===== config.mk =====
export PLATFORM = sky130hd
export DESIGN_NAME = clkctl_wake
export DESIGN_NICKNAME = d
export VERILOG_FILES = /design/src/rtl/clkctl_pkg.sv /design/src/rtl/clkctl_regs.sv /design/src/rtl/clkctl_wake_seq.sv /design/src/rtl/clkctl_wake.sv
export SDC_FILE = /design/constraint.sdc
export NUM_CORES = 1
export LEC_CHECK = 0
export BUFFER_PORTS_ARGS = -buffer_cell sky130_fd_sc_hd__clkbuf_2
export CORE_UTILIZATION = 30
export DETAILED_ROUTE_END_ITERATION = 10
export GPL_TIMING_DRIVEN = 0
export SKIP_CTS_REPAIR_TIMING = 1
export SKIP_LAST_GASP = 1
export SYNTH_ARGS = -nofsm -noshare
export SYNTH_HDL_FRONTEND = slang
export SYNTH_SLANG_ARGS = --single-unit

===== constraint.sdc =====
create_clock -name clk -period 1.45 [get_ports clk]
set_clock_uncertainty 0.05 [all_clocks]
set_input_delay 0.145 -clock clk [delete_from_list [all_inputs] [get_ports clk]]
set_output_delay 0.145 -clock clk [all_outputs]
set_load 0.02 [all_outputs]

===== src/rtl/clkctl_pkg.sv =====
package clkctl_pkg;
  localparam int unsigned CTL_W  = 8;
  localparam int unsigned B_MON  = 7;
  localparam int unsigned B_PLL  = 6;
  localparam int unsigned B_AUTO = 5;
  localparam int unsigned B_ACQ  = 4;
  localparam int unsigned B_FW   = 3;
  localparam int unsigned B_SCME = 0;

  typedef enum logic [2:0] {
    ST_RUN     = 3'd0,
    ST_STOP    = 3'd1,
    ST_FASTSCM = 3'd2,
    ST_CHECK   = 3'd3,
    ST_HOLD    = 3'd4
  } wake_st_e;
endpackage


===== src/rtl/clkctl_regs.sv =====
module clkctl_regs
  import clkctl_pkg::*;
#(
  parameter logic [CTL_W-1:0] RST_VAL = 8'hF1
) (
  input  logic             clk,
  input  logic             rst_n,
  input  logic             wr_ctl,
  input  logic [CTL_W-1:0] wdata,
  input  logic             lock_mon,
  input  logic             lock_pll,
  input  logic             lock_auto,
  input  logic             force_auto,
  output logic [CTL_W-1:0] ctl_q,
  output logic             fw_clear
);
  logic [CTL_W-1:0] lock_vec;
  logic [CTL_W-1:0] ctl_d;

  always_comb begin
    lock_vec         = '0;
    lock_vec[B_MON]  = lock_mon;
    lock_vec[B_PLL]  = lock_pll;
    lock_vec[B_AUTO] = lock_auto;
  end

  for (genvar i = 0; i < CTL_W; i++) begin : g_bit
    always_comb begin
      if (i == B_AUTO && force_auto) ctl_d[i] = 1'b1;
      else if (wr_ctl && !lock_vec[i]) ctl_d[i] = wdata[i];
      else ctl_d[i] = ctl_q[i];
    end
  end

  always_ff @(posedge clk or negedge rst_n) begin
    if (!rst_n) ctl_q <= RST_VAL;
    else        ctl_q <= ctl_d;
  end

  assign fw_clear = wr_ctl && ctl_q[B_FW] && !wdata[B_FW];
endmodule


===== src/rtl/clkctl_wake_seq.sv =====
module clkctl_wake_seq
  import clkctl_pkg::*;
(
  input  logic     clk,
  input  logic     rst_n,
  input  logic     stop_req_i,
  input  logic     wake_i,
  input  logic     stop_pin_i,
  input  logic     fw_armed,
  input  logic     fw_clear,
  input  logic     qc_done_i,
  input  logic     qc_pass_i,
  input  logic     flag_clr,
  output wake_st_e st_q,
  output logic     qc_start_o,
  output logic     flag_o
);
  wake_st_e st_d;
  logic     start_d;
  logic     flag_d;

  always_comb begin
    st_d    = st_q;
    start_d = 1'b0;
    unique case (st_q)
      ST_RUN:  if (stop_req_i) st_d = ST_STOP;
      ST_STOP: begin
        if (wake_i) begin
          if (fw_armed && !stop_pin_i) st_d = ST_FASTSCM;
          else                         st_d = ST_RUN;
        end
      end
      ST_FASTSCM: begin
        if (fw_clear) begin
          st_d    = ST_CHECK;
          start_d = 1'b1;
        end
      end
      ST_CHECK: begin
        if (qc_done_i) st_d = qc_pass_i ? ST_RUN : ST_HOLD;
      end
      ST_HOLD: if (stop_req_i) st_d = ST_STOP;
      default: st_d = ST_RUN;
    endcase
  end

  always_comb begin
    flag_d = flag_o;
    if (flag_clr) flag_d = 1'b0;
    if (st_q == ST_CHECK && qc_done_i && qc_pass_i) flag_d = 1'b1;
  end

  always_ff @(posedge clk or negedge rst_n) begin
    if (!rst_n) begin
      st_q       <= ST_RUN;
      qc_start_o <= 1'b0;
      flag_o     <= 1'b0;
    end else begin
      st_q       <= st_d;
      qc_start_o <= start_d;
      flag_o     <= flag_d;
    end
  end
endmodule


===== src/rtl/clkctl_wake.sv =====
module clkctl_wake
  import clkctl_pkg::*;
#(
  parameter logic [CTL_W-1:0] RST_VAL = 8'hF1
) (
  input  logic             clk,
  input  logic             rst_n,
  input  logic             rd_en,
  input  logic             wr_en,
  input  logic             addr,
  input  logic [CTL_W-1:0] wdata,
  output logic [CTL_W-1:0] rdata,
  input  logic             scm_i,
  input  logic             pll_sel_i,
  input  logic             pll_wait_i,
  input  logic             stop_pin_i,
  input  logic             stop_req_i,
  input  logic             wake_i,
  input  logic             vco_far_i,
  input  logic             qc_done_i,
  input  logic             qc_pass_i,
  output logic             qc_start_o,
  output logic             pll_en_o,
  output logic             osc_en_o,
  output logic             cm_en_o,
  output logic             bw_high_o,
  output logic             clk_src_osc_o,
  output logic             scm_flag_o
);
  logic [CTL_W-1:0] ctl_q;
  logic             fw_clear;
  logic             wr_ctl;
  logic             flag_clr;
  logic             scm_act;
  logic             full_stop;
  wake_st_e         st_q;

  assign wr_ctl   = wr_en && !addr;
  assign flag_clr = wr_en && addr && wdata[0];

  assign scm_act   = scm_i || (st_q == ST_FASTSCM) || (st_q == ST_CHECK) || (st_q == ST_HOLD);
  assign full_stop = (st_q == ST_STOP) && !stop_pin_i;

  clkctl_regs #(.RST_VAL(RST_VAL)) u_regs (
    .clk        (clk),
    .rst_n      (rst_n),
    .wr_ctl     (wr_ctl),
    .wdata      (wdata),
    .lock_mon   (scm_act),
    .lock_pll   (pll_sel_i),
    .lock_auto  (pll_wait_i),
    .force_auto (pll_wait_i),
    .ctl_q      (ctl_q),
    .fw_clear   (fw_clear)
  );

  clkctl_wake_seq u_seq (
    .clk        (clk),
    .rst_n      (rst_n),
    .stop_req_i (stop_req_i),
    .wake_i     (wake_i),
    .stop_pin_i (stop_pin_i),
    .fw_armed   (ctl_q[B_FW] && ctl_q[B_SCME]),
    .fw_clear   (fw_clear),
    .qc_done_i  (qc_done_i),
    .qc_pass_i  (qc_pass_i),
    .flag_clr   (flag_clr),
    .st_q       (st_q),
    .qc_start_o (qc_start_o),
    .flag_o     (scm_flag_o)
  );

  always_comb begin
    rdata = '0;
    if (rd_en) begin
      if (addr) rdata[0] = scm_flag_o;
      else      rdata    = ctl_q;
    end
  end

  assign pll_en_o      = ctl_q[B_PLL] || scm_act;
  assign osc_en_o      = !(full_stop || st_q == ST_FASTSCM);
  assign cm_en_o       = ctl_q[B_MON] && !full_stop && (st_q != ST_FASTSCM);
  assign bw_high_o     = ctl_q[B_AUTO] ? vco_far_i : ctl_q[B_ACQ];
  assign clk_src_osc_o = !scm_act;
endmodule


After elaboration in Yosys (flattened, before gate mapping) --
Cells that the tools add are included.
Word-level totals: output and inout port bits 15, logic and storage cells 66, register bits 13
Cells by class: eq/ne operators 9, mux-type cells 17, reduce and logical (&&, ||, !) cells 33
Operators by type and width (number):
- logical AND 1 bit | 15
- 2-to-1 mux 3 bit | 5
- one-hot mux 3 bit (4 select lines) | 1
- logical NOT 1 bit | 8
- 2-to-1 mux 1 bit | 8
- 2-to-1 mux 8 bit | 1
- 2-to-1 mux 7 bit | 1
- equality test 3 x 2 -> 1 bit, second input constant | 2
- inequality test 2 bit, second input constant | 3
- logical OR 1 bit | 5
- AND reduction 4 bit | 1
- nonzero test 2 bit | 2
- equality test 3 x 1 -> 1 bit, second input constant | 1
- equality test 3 bit, second input constant | 1
- logical NOT 3 bit | 1
- inequality test 3 x 2 -> 1 bit, second input constant | 1
- 2-to-1 mux 2 bit | 1
- inequality test 2 x 1 -> 1 bit, second input constant | 1
- OR reduction 2 bit | 1

Logic depth before layout (Yosys ltp) --
depth in word-level cells 6, mapped depth 4

Cells and area by module --
Synthesis repeated with hierarchy kept, for this count alone.
Unflattened totals: cells, all modules 76, area, all modules 794.5 um^2
By module, submodules not included:
- clkctl_regs | times used 1, cells an instance 24, area an instance 362.8 um^2
- clkctl_wake_seq | times used 1, cells an instance 29, area an instance 274.0 um^2
- clkctl_wake | times used 1, cells an instance 23, area an instance 157.7 um^2

Least setup slack after synthesis --
OpenSTA, ideal clock, no wires.
kind reg-to-output, from register u_seq.st_q[1], to output pll_en_o, path slack -0.151 ns, buffers on the path 0, cell stages (with the launch flop) 4, required time 1.255 ns, arrival 1.406 ns, cell sequence dfrtp_1 and2b_4 nor3_1 nand2b_1
Between the ends: word-level cells in the longest chain between the ends 5
Ends and longest elaborated chain:
- start, declared | line clkctl_wake_seq.sv:14 | output wake_st_e st_q,
- start signal, assigned | line clkctl_wake_seq.sv:59 | st_q <= st_d;
- equality test 3 x 2 -> 1 bit | line clkctl_wake.sv:41 | assign scm_act = scm_i || (st_q == ST_FASTSCM) || (st_q == ST_CHECK) || (st_q == ST_HOLD);
- logical OR 1 bit (2 in a row) | line clkctl_wake.sv:41
- logical OR 1 bit * | line clkctl_wake.sv:41
- logical OR 1 bit * | line clkctl_wake.sv:81 | assign pll_en_o = ctl_q[B_PLL] || scm_act;
- end, declared | line clkctl_wake.sv:23 | output logic pll_en_o,
Every way passes the cells marked *; elsewhere a longest branch is shown, timed or not.

Worst setup path after layout --
from register u_seq.st_q[1], to output cm_en_o
Between the ends: word-level cells in the longest chain between the ends 5
Ends and longest elaborated chain:
- equality test 3 x 1 -> 1 bit | line clkctl_wake.sv:42 | assign full_stop = (st_q == ST_STOP) && !stop_pin_i;
- logical AND 1 bit | line clkctl_wake.sv:42
- logical NOT 1 bit | line clkctl_wake.sv:83 | assign cm_en_o = ctl_q[B_MON] && !full_stop && (st_q != ST_FASTSCM);
- logical AND 1 bit | line clkctl_wake.sv:83
- logical AND 1 bit * | line clkctl_wake.sv:83
- end, declared | line clkctl_wake.sv:25 | output logic cm_en_o,
Marks and branches as above.

==> metrics.md <==
| Metric | Value |
|---|---|
| Status | `finished, violations left` |
| Failing checks | `negative setup slack` |
| Pwr dens | `1070 nW/µm²` |
| Max Slew Vio Count | `0` |
| Synth area leader | `dfrtp_1` |
| Final Cycle Share | `1.114` |
| Drt drc | `0` |
| Num rows | `17` |
| Critical Path RT | `1.25 ns` |
| Htree depth | `1` |
| Setup ws final | `-0.1655 ns` |
| Bufs on Longest Clock Path | `2` |
| Pleak | `0.5528 nW` |
| Post-synthesis register bit count | `13` |
| Layout cells sized above 1 | `0.4597` |
| CTS Sinks | `13` |
| RSZ-0062 raised after global routing | `true` |
| Worst vdd ir | `588.6 µV` |
| Avg WL per Cell | `11.65 µm` |
| Synth Cell Area | `718.2 µm²` |
| Crit path capture type | `output port` |
| DRT Pass-1 Iters | `4` |
| Most common flop cell mapped by yosys | `dfrtp_1` |
| HPWL after DPL | `1252 µm` |
| TritonCTS clock tree | `done` |
| Number of diodes | `0` |
| Slew @ Worst Pin | `0.4350 ns` |
| Post-Syn Nets | `99` |
| CP max FO | `7` |
| Multi-input gate area | `384.1 µm²` |
| Seq/Total Area, Yosys | `0.4617` |
| I/O Buffers | `36` |
| Num CTS Buffers | `3` |
| Tmin final | `1.616 ns` |
| Iter 0 DRT Violations | `6` |
| Nets | `147` |
| Yosys warns | `0` |
| GR Util All Layers | `0.1414` |
| Grt ovf | `0` |
| Max Cap Violations | `0` |
| Critical path class | `reg -> out` |
| FFs w/ async S/R, synth | `1.000` |
| Slew HR | `0.7094` |
| Power consumption | `1.145 mW` |
| Area Growth Syn to Fin | `48.96%` |
| Starting Density | `0.3216` |
| Root buffer cell | `clkbuf_4` |
| Top-area cell type share of the netlist area | `0.2787` |
| Fin. Hold Viols | `0` |
| Clock transition at the registers of the reported paths | `0.08 ns` |
| Detailed-route via count | `678` |
| Vias in the first global route | `611` |
| Nature of the critical path startpoint | `flip-flop` |
| Leading post-synthesis cells by cell area | `dfrtp_1, dfstp_2, nand2_1` |
| Total Wirelength | `1771 µm` |
| Die H | `50.93 µm` |
| DR vias/cell | `4.461` |
| Synthesized area per cell | `9.327 µm²` |
| # IOs | `37` |
| Gpl congestion | `0.7755` |
| EDFF count, synth | `0` |
| Max Freq | `619.0 MHz` |
| Final setup vio count | `5` |
| Post-synth top cells | `nand2_1, dfrtp_1, and2_1` |
| Largest net degree at the start of global routing | `14` |
| Final setup TNS | `-0.4529 ns` |
| WP data arrival | `1.42 ns` |
| Die area | `2594 µm²` |
| Leading cell type by number of instances after synthesis | `nand2_1` |
| Final antenna-violating net count | `0` |
| Seq. cell area | `332.8 µm²` |
| First-pass GRT wire length | `2670 µm` |
| Initial antenna violation count | `0` |
| Count of different cell masters after synthesis | `30` |
| FILL cells | `236` |
| Cells after Synth | `77` |
| Worst Hold Class | `in -> reg` |
| Later-pin clock latency in the skew report | `0.27 ns` |
| Core area | `2233 µm²` |
| Horiz. Die Dim | `50.93 µm` |
[through the flow]
step	util	area (µm²)	setup WS (ns)	cells	hold WS, ns
global placement	0.4202	938.4	0.09910	141	0.008391
global route	0.4790	1070	-0.2314	152	0.02823
floorplan	-	723.2	0.09913	77	-0.2006
detailed placement	0.4202	938.4	0.04312	141	0.01448
CTS	0.4319	964.7	-0.2199	145	-0.2888
finish	0.4790	1070	-0.1655	152	0.01544
[logic make-up (layout without fill, tap and decap cells)]
kind of cell	Yosys count	in the layout	synth area share
flops	13	13	0.4617
mux	4	4	0.06097
buf+inv	6	53	0.04703
compound gates	8	8	0.07664
simple gates	46	46	0.3537
[final cells by class]
cell class / count / share of cell area
Multi-Input combinational cell: 58 / 0.3591
Timing Repair Buffer: 43 / 0.2409
Clock buffer: 4 / 0.02456
Sequential cell: 13 / 0.3111
Inverter: 4 / 0.01404
Tap cell: 28 / 0.03275
Buffer: 2 / 0.01754
[flip-flops by register name, summed over array words and instances (netlist names)]
| signal | count |
|---|---|
| u_seq.qc_start_o | 1 |
| u_seq.st_q | 3 |
| u_regs.ctl_q | 8 |
| u_seq.flag_o | 1 |
[worst max-delay path, stage by stage (launching register included)]
cell and delay (ns):
dfrtp_2 0.46, or3b_1 0.37, o21ai_2 0.08, a21boi_1 0.08, buf_2 0.16
[cells in the final DEF, fill, tap and decap left out, types with 3 or more instances in the layout]
cell,instances
and2_1,7
buf_4,5
clkbuf_4,3
dlygate4sd3_1,4
clkbuf_2,32
dfstp_2,5
nand2_1,20
dfrtp_1,7
buf_6,3
inv_1,4
nor2b_1,3
nor2_1,3
[final timing paths]
check,slack [ns],end,from,cells after the start
setup reg to reg,0.06,u_regs.ctl_q[7],u_seq.st_q[2],4
setup / recovery,-0.17,cm_en_o,u_seq.st_q[1],4
hold reg to reg,0.42,u_regs.ctl_q[4],u_regs.ctl_q[4],2
max in group asynchronous,0.81,u_regs.ctl_q[7],rst_n,2
min in group asynchronous,0.25,u_regs.ctl_q[2],rst_n,2
hold / removal,0.02,u_regs.ctl_q[0],wdata[0],3
[power breakdown]
part	switching [mW]	internal, mW	total, mW
sequential	0.0409	0.435	0.476
combinational	0.227	0.213	0.440
clock	0.122	0.106	0.229
total	0.390	0.755	1.15
[routing by layer]
metal | wire length [µm] | GRT usage | share of wire | vias up
li1 | - | - | - | 350
met1 | 816 | 0.1891 | 0.46 | 305
met2 | 859 | 0.2237 | 0.49 | 21
met3 | 83 | 0.02679 | 0.047 | 2
met4 | 12 | 0.05556 | 0.0068 | 0
met5 | 0 | 0 | 0 | -
Power figures use the tool's default switching activity.
